$ cat src/rtl/supv_pkg.sv
package supv_pkg;
  typedef enum logic [1:0] {
    ST_CHARGE = 2'd0,
    ST_RUN    = 2'd1,
    ST_DRAIN  = 2'd2,
    ST_IDLE   = 2'd3
  } supvState_t;

  typedef struct packed {
    logic advance;
    logic clear;
  } rampCtl_t;
endpackage

$ cat src/rtl/supv_ctrl.sv
module supv_ctrl
  import supv_pkg::*;
(
  input  logic     clk,
  input  logic     rstN,
  input  logic     supplyAboveOn,
  input  logic     supplyBelowOff,
  input  logic     supplyBelowRestart,
  input  logic     hvAboveStart,
  input  logic     brownOk,
  input  logic     thermalOk,
  input  logic     faultFlag,
  output logic     hvSourceEn,
  output logic     chargeLow,
  output logic     pwmEnable,
  output rampCtl_t rampCtl
);
  supvState_t state, nextState;
  logic faultMode, nextFaultMode;
  logic allOk;

  assign allOk = brownOk && thermalOk;

  always_comb begin
    nextState = state;
    nextFaultMode = faultMode;
    unique case (state)
      ST_CHARGE: begin
        if (supplyAboveOn) begin
          if (allOk) begin
            nextState = ST_RUN;
            nextFaultMode = 1'b0;
          end else begin
            nextState = ST_IDLE;
          end
        end
      end
      ST_RUN: begin
        if (faultFlag) begin
          nextState = ST_DRAIN;
          nextFaultMode = 1'b1;
        end else if (supplyBelowOff) begin
          nextState = ST_DRAIN;
        end else if (!allOk) begin
          nextState = ST_IDLE;
        end
      end
      ST_DRAIN: begin
        if (supplyBelowRestart) nextState = ST_CHARGE;
      end
      ST_IDLE: begin
        if (supplyBelowOff) begin
          nextState = ST_CHARGE;
        end else if (allOk) begin
          nextState = ST_RUN;
          nextFaultMode = 1'b0;
        end
      end
      default: nextState = ST_CHARGE;
    endcase
  end

  always_ff @(posedge clk) begin
    if (!rstN) begin
      state <= ST_CHARGE;
      faultMode <= 1'b0;
    end else begin
      state <= nextState;
      faultMode <= nextFaultMode;
    end
  end

  assign hvSourceEn = (state == ST_CHARGE) && hvAboveStart;
  assign chargeLow = faultMode;
  assign pwmEnable = (state == ST_RUN);
  assign rampCtl.advance = (state == ST_RUN) && (nextState == ST_RUN);
  assign rampCtl.clear = !rampCtl.advance;
endmodule

$ cat src/rtl/supv_ramp.sv
module supv_ramp
  import supv_pkg::*;
#(
  parameter int CODE_W = 4,
  parameter int STEP_CYCLES = 8
) (
  input  logic              clk,
  input  logic              rstN,
  input  rampCtl_t          rampCtl,
  output logic [CODE_W-1:0] limitCode
);
  localparam int PRE_W = (STEP_CYCLES > 1) ? $clog2(STEP_CYCLES) : 1;
  localparam logic [PRE_W-1:0] PRE_LAST = PRE_W'(STEP_CYCLES - 1);
  localparam logic [CODE_W-1:0] CODE_MAX = {CODE_W{1'b1}};

  logic [PRE_W-1:0] prescale;

  always_ff @(posedge clk) begin
    if (!rstN || rampCtl.clear) begin
      prescale <= '0;
      limitCode <= '0;
    end else if (rampCtl.advance) begin
      if (prescale == PRE_LAST) begin
        prescale <= '0;
        if (limitCode != CODE_MAX) limitCode <= limitCode + 1'b1;
      end else begin
        prescale <= prescale + 1'b1;
      end
    end
  end
endmodule

$ cat src/rtl/startup_supervisor.sv
module startup_supervisor
  import supv_pkg::*;
#(
  parameter int CODE_W = 4,
  parameter int RAMP_CYCLES = 120
) (
  input  logic              clk,
  input  logic              rstN,
  input  logic              supplyAboveOn,
  input  logic              supplyBelowOff,
  input  logic              supplyBelowRestart,
  input  logic              hvAboveStart,
  input  logic              brownOk,
  input  logic              thermalOk,
  input  logic              faultFlag,
  output logic              hvSourceEn,
  output logic              chargeLow,
  output logic              pwmEnable,
  output logic [CODE_W-1:0] limitCode
);
  localparam int STEPS = (1 << CODE_W) - 1;
  localparam int STEP_RAW = RAMP_CYCLES / STEPS;
  localparam int STEP_CYCLES = (STEP_RAW < 1) ? 1 : STEP_RAW;

  rampCtl_t rampCtl;

  supv_ctrl u_ctrl (
    .clk(clk), .rstN(rstN),
    .supplyAboveOn(supplyAboveOn), .supplyBelowOff(supplyBelowOff),
    .supplyBelowRestart(supplyBelowRestart), .hvAboveStart(hvAboveStart),
    .brownOk(brownOk), .thermalOk(thermalOk), .faultFlag(faultFlag),
    .hvSourceEn(hvSourceEn), .chargeLow(chargeLow), .pwmEnable(pwmEnable),
    .rampCtl(rampCtl)
  );

  supv_ramp #(.CODE_W(CODE_W), .STEP_CYCLES(STEP_CYCLES)) u_ramp (
    .clk(clk), .rstN(rstN), .rampCtl(rampCtl), .limitCode(limitCode)
  );
endmodule

$ cat config.mk
export PLATFORM = sky130hd
export DESIGN_NAME = startup_supervisor
export DESIGN_NICKNAME = d
export VERILOG_FILES = /design/src/rtl/supv_pkg.sv /design/src/rtl/supv_ctrl.sv /design/src/rtl/supv_ramp.sv /design/src/rtl/startup_supervisor.sv
export SDC_FILE = /design/constraint.sdc
export NUM_CORES = 1
export LEC_CHECK = 0
export BUFFER_PORTS_ARGS = -buffer_cell sky130_fd_sc_hd__buf_2
export CAP_MARGIN = 15
export CORE_AREA = 2 2 39 41
export DETAILED_ROUTE_END_ITERATION = 6
export DIE_AREA = 0 0 41 43
export PLACE_DENSITY = 0.63
export SKIP_LAST_GASP = 1
export SLEW_MARGIN = 30
export SYNTH_ARGS = -nofsm -noshare
export SYNTH_HDL_FRONTEND = slang
export SYNTH_HIERARCHICAL = 1
export SYNTH_SLANG_ARGS = --single-unit
$ cat constraint.sdc
create_clock -name clk -period 1.8 [get_ports clk]
set_clock_uncertainty 0.2 [all_clocks]
set_input_delay 0.09 -clock clk [delete_from_list [all_inputs] [get_ports clk]]
set_output_delay 0.09 -clock clk [all_outputs]
set_load 0.02 [all_outputs]
==> reports/summary.md <==
In the final layout, the multi-input gates occupy 328 um^2. The tools report the post-synthesis instance area as 531 um^2. Per report_power, the sequential group accounts for 45.0% of the total.

For the pin with the worst max-slew slack, the measured transition is 271 ps. The number of storage elements in the synthesis netlist was 10; the total via count in the routed design was 536. The flow ran to the end, and the final reports show no timing, DRC or antenna violations. In this run the worst hold path is classified as input port to flop. Leaving out fill and tap cells, the most frequent cells in the layout are buf_2, dfxtp_1, dlygate4sd3_1. The final layout contains routed wiring with a total length of 1190 um. Setup repair after global routing could not meet its margin everywhere.

The worst flop-to-flop path startpoint is u_ctrl/state[0]$_SDFF_PN0_. In the routed design, unresolved DRC markers number 0. Starting density of the core: 38.3%. For this design the top-level I/O count stands at 16. In this run the clock root is driven by a clkbuf_4. Cell internal power was estimated by the tool at 396 uW. Max-cap violations in this run came to 0. A synthesized cell averages 8.84 um^2.

The category of the worst setup path capture point is a flop. The power share of the combinational group is 16.6%, and the post-synthesis share of cell area spent on xor and xnor gates is 0%. Synthesis produced 60 cells. The number of global-route vias before repair was 515. From synthesis to final layout, the design area changed by 42.2%. The maximum number of pins on one net before global-route repair is 8.

The number of pins exceeding their max-slew limit in the final report was 0; the post-CTS setup buffer count was 0. The top-area cell type share of the netlist area was 37.7%; the fraction of final layout cells sized beyond drive strength 1 was 30.7%. Once detailed placement completed, the half-perimeter wirelength came to 853 um. The weighted congestion at the end of routability-driven global placement was 0.745; the clock sink total was 10. In this run the critical register-to-register path is captured at u_ramp/limitCode[0]$_SDFFE_PP0P_.

The post-layout utilization of the core came out at 54.5%. The share of cell area taken by muxes after synthesis is 1.89%, and the setup slack of the worst register-to-register path is 100 ps. Summed over all cells, the static leakage comes to 0.329 nW.

Final critical-path required period: 1700 ps. The number of buffer cells added on primary ports is 15, and the post-synthesis share of cell area spent on full adders, half adders and majority gates is 7.08%. Clock-pin slew was measured on the worst setup and hold paths at 70 ps. On the worst path, the slowest cell contributes a delay of 340 ps. The total area of sequential cells was 201 um^2; the first-pass GRT wire length was 2010 um. Number of antenna violations at the first check in global routing: 0. For this run, the number of Yosys warnings is 6. The critical path contains buffers and inverters numbering 0 combined. 0 antenna diodes ended up in the layout.

The violation count after the first detailed-route iteration came out at 14. Termination of the worst setup path: u_ramp/limitCode[0]$_SDFFE_PP0P_. Net switching is 24.0% of the power. Yosys attributes the largest share of cell area to dfxtp_1, ha_1, a21oi_1. Yosys mapped a number of flops with a built-in enable equal to 0. Kind of cell adding the most delay to the critical path: simple AND/OR/NAND/NOR gates. For this run, the top clock speed supported by timing is 0.587 GHz. The logs give 1800 ps for the required arrival time at the worst endpoint and 129 for the number of filler cells placed in the layout. The biggest fanout along the worst timing path is 5, and the routed length per placed instance is 11.4 um. STA classifies the critical path startpoint as a flop. Residual antenna-violating net count after detailed routing: 0. The logs give 0 for the number of setup violations in the final report and 1380 um^2 for the area inside the core boundary. The dominant combinational cell family by area after synthesis was simple AND/OR/NAND/NOR gates. Number of search-and-repair iterations in the first detailed-routing pass: 6. After layout, the worst path uses 94.7% of the clock period. Measured along the y axis, the die boundary spans 43 um.

The biggest area contributor in the post-synthesis netlist is dfxtp_1. After detailed routing, the number of vias per cell comes to 5.15. The number of nets handed over by synthesis was 72. Number of buffers between clock root and the deepest sink: 2.

The die covers 1760 um^2. The tools report the clock insertion delay at the later pin of the skew report as 270 ps. The global routing usage summed across all routing layers was 17.4%. The critical path goes through nand2b_1 > and3_4 > nor4_4 > nand2_2 > or3_1 > a21oi_1. Of the total power, the clock network draws 38.5%.

The library cell used most frequently in the layout, excluding fill and tap cells, is buf_2. In this run the core area contains 14 standard-cell rows. The startpoint of the worst setup timing path was u_ctrl/state[0]$_SDFF_PN0_.

The die extent in x came out at 41 um. For the worst flop-to-flop path, the logic depth is 6. The post-synthesis simple-gate area fraction came out at 31.4%. Setup total negative slack on the finished layout was measured at 0 ps. The total number of H-tree levels was 1. The design draws 521 uW. The total count of hold-check failures in the final report is 0, and the final hold slack is 41.5 ps. The proportion of synthesized chip area in sequential cells was 37.7%; the power density over the cells was 691 nW/um^2. For this run, the leading register cell type out of synthesis is dfxtp_1.

The startpoint-to-endpoint class of the critical path is flop to flop. The critical path arrival came out at 1710 ps. TritonCTS built the clock tree. Clock tree synthesis inserted a total of 3 buffers. The compound-cell area share of the yosys netlist was 19.8%. The total number of cells along the worst setup path is 6, and the switching power of the nets is 125 uW.

At the end of the flow, the number of nets in the layout was 101. For this run the aggregate overflow at the end of global routing stands at 0. The cell at the slowest stage of the critical path was dfxtp_1. Across the VDD grid, the largest voltage drop is 0.476 mV. Synthesis instantiated 30 different standard cells from the library. Measured against its own limit, the worst slew margin works out to 82.0%.

Of all flip-flops after synthesis, the portion carrying an async set or reset was 0%.
-- sequential cells by signal (all words and copies together) (netlist names) --
| register | cells |
|---|---|
| u_ramp/limitCode | 4 |
| u_ctrl/chargeLow | 1 |
| u_ramp/prescale | 3 |
| u_ctrl/state | 2 |
-- area by class of cell --
class / instances / share of cell area (%)
Clock buffer: 4 / 4.81
Multi-Input combinational cell: 47 / 43.4
Inverter: 3 / 1.49
Sequential cell: 10 / 26.7
Timing Repair Buffer: 24 / 20.9
Tap cell: 16 / 2.65
-- power groups by stage --
stage                     Sequential (mW)  Combinational (mW)  Clock, mW
after floorplan                     0.239              0.0461          0
after global placement              0.238              0.0746          0
after detailed placement            0.239              0.0748          0
after CTS                           0.234              0.0860      0.211
after global routing                0.236              0.0943      0.225
final                               0.235              0.0863      0.201
-- how the worst min path moves through the flow --
| stage | slack [ps] | cells past startpoint | end | from |
|---|---|---|---|---|
| floorplan | 8 | 1 | u_ctrl/state[1]$_SDFF_PN0_ | rstN |
| global placement | 170 | 3 | u_ctrl/state[0]$_SDFF_PN0_ | supplyAboveOn |
| detailed placement | 160 | 3 | u_ctrl/state[0]$_SDFF_PN0_ | supplyAboveOn |
| CTS | 30 | 5 | u_ramp/limitCode[0]$_SDFFE_PP0P_ | faultFlag |
| global route | 50 | 5 | u_ramp/limitCode[0]$_SDFFE_PP0P_ | faultFlag |
| finish | 40 | 5 | u_ramp/limitCode[0]$_SDFFE_PP0P_ | faultFlag |
-- cell families (layout without fill, tap and decap cells) --
logic type / Yosys count / count (layout)
AO/OA/AOI/OAI: 16 / 16
adder cells (fa/ha/maj): 3 / 3
buffers and inverters: 3 / 31
flip-flops: 10 / 10
multiplexers: 1 / 1
AND/OR/NAND/NOR: 27 / 27
-- per-layer routing --
layer  global-route usage [%]  up-vias  wire length [um]
met3                     9.42        4                74
met2                     26.3       17               585
li1                         -      274                 -
met5                        0        -                 0
met1                     19.1      241               509
met4                     8.00        0                18
-- synthesized netlist by cell type, drive strengths merged, types with 2 or more instances --
cell / number
nor2: 5
a21oi: 5
and3: 2
nor3: 2
o21ai: 3
nand2: 4
inv: 3
ha: 3
nand3b: 3
and2: 2
dfxtp: 10
nand2b: 3
-- timing repair --
item,CTS,global route
hold endpoints to repair,3,0
hold buffers,6,0
setup endpoints to repair,0,3
gates resized for setup,0,2
-- stage by stage --
step	setup WS, ps	cells	cell area, um^2
6_report	95.5	104	754
5_1_grt	-9.67	104	754
4_1_cts	80.5	104	753
3_5_place_dp	82.8	94	657
3_3_place_gp	124	94	657
2_1_floorplan	72.5	60	539
-- worst min-delay path: cells and delay by family --
| family | cells | cell delay, ps |
|---|---|---|
| simple gates | 3 | 200 |
| compound gates | 1 | 60 |
| buf+inv | 1 | 120 |
Power figures use the tool's default switching activity.
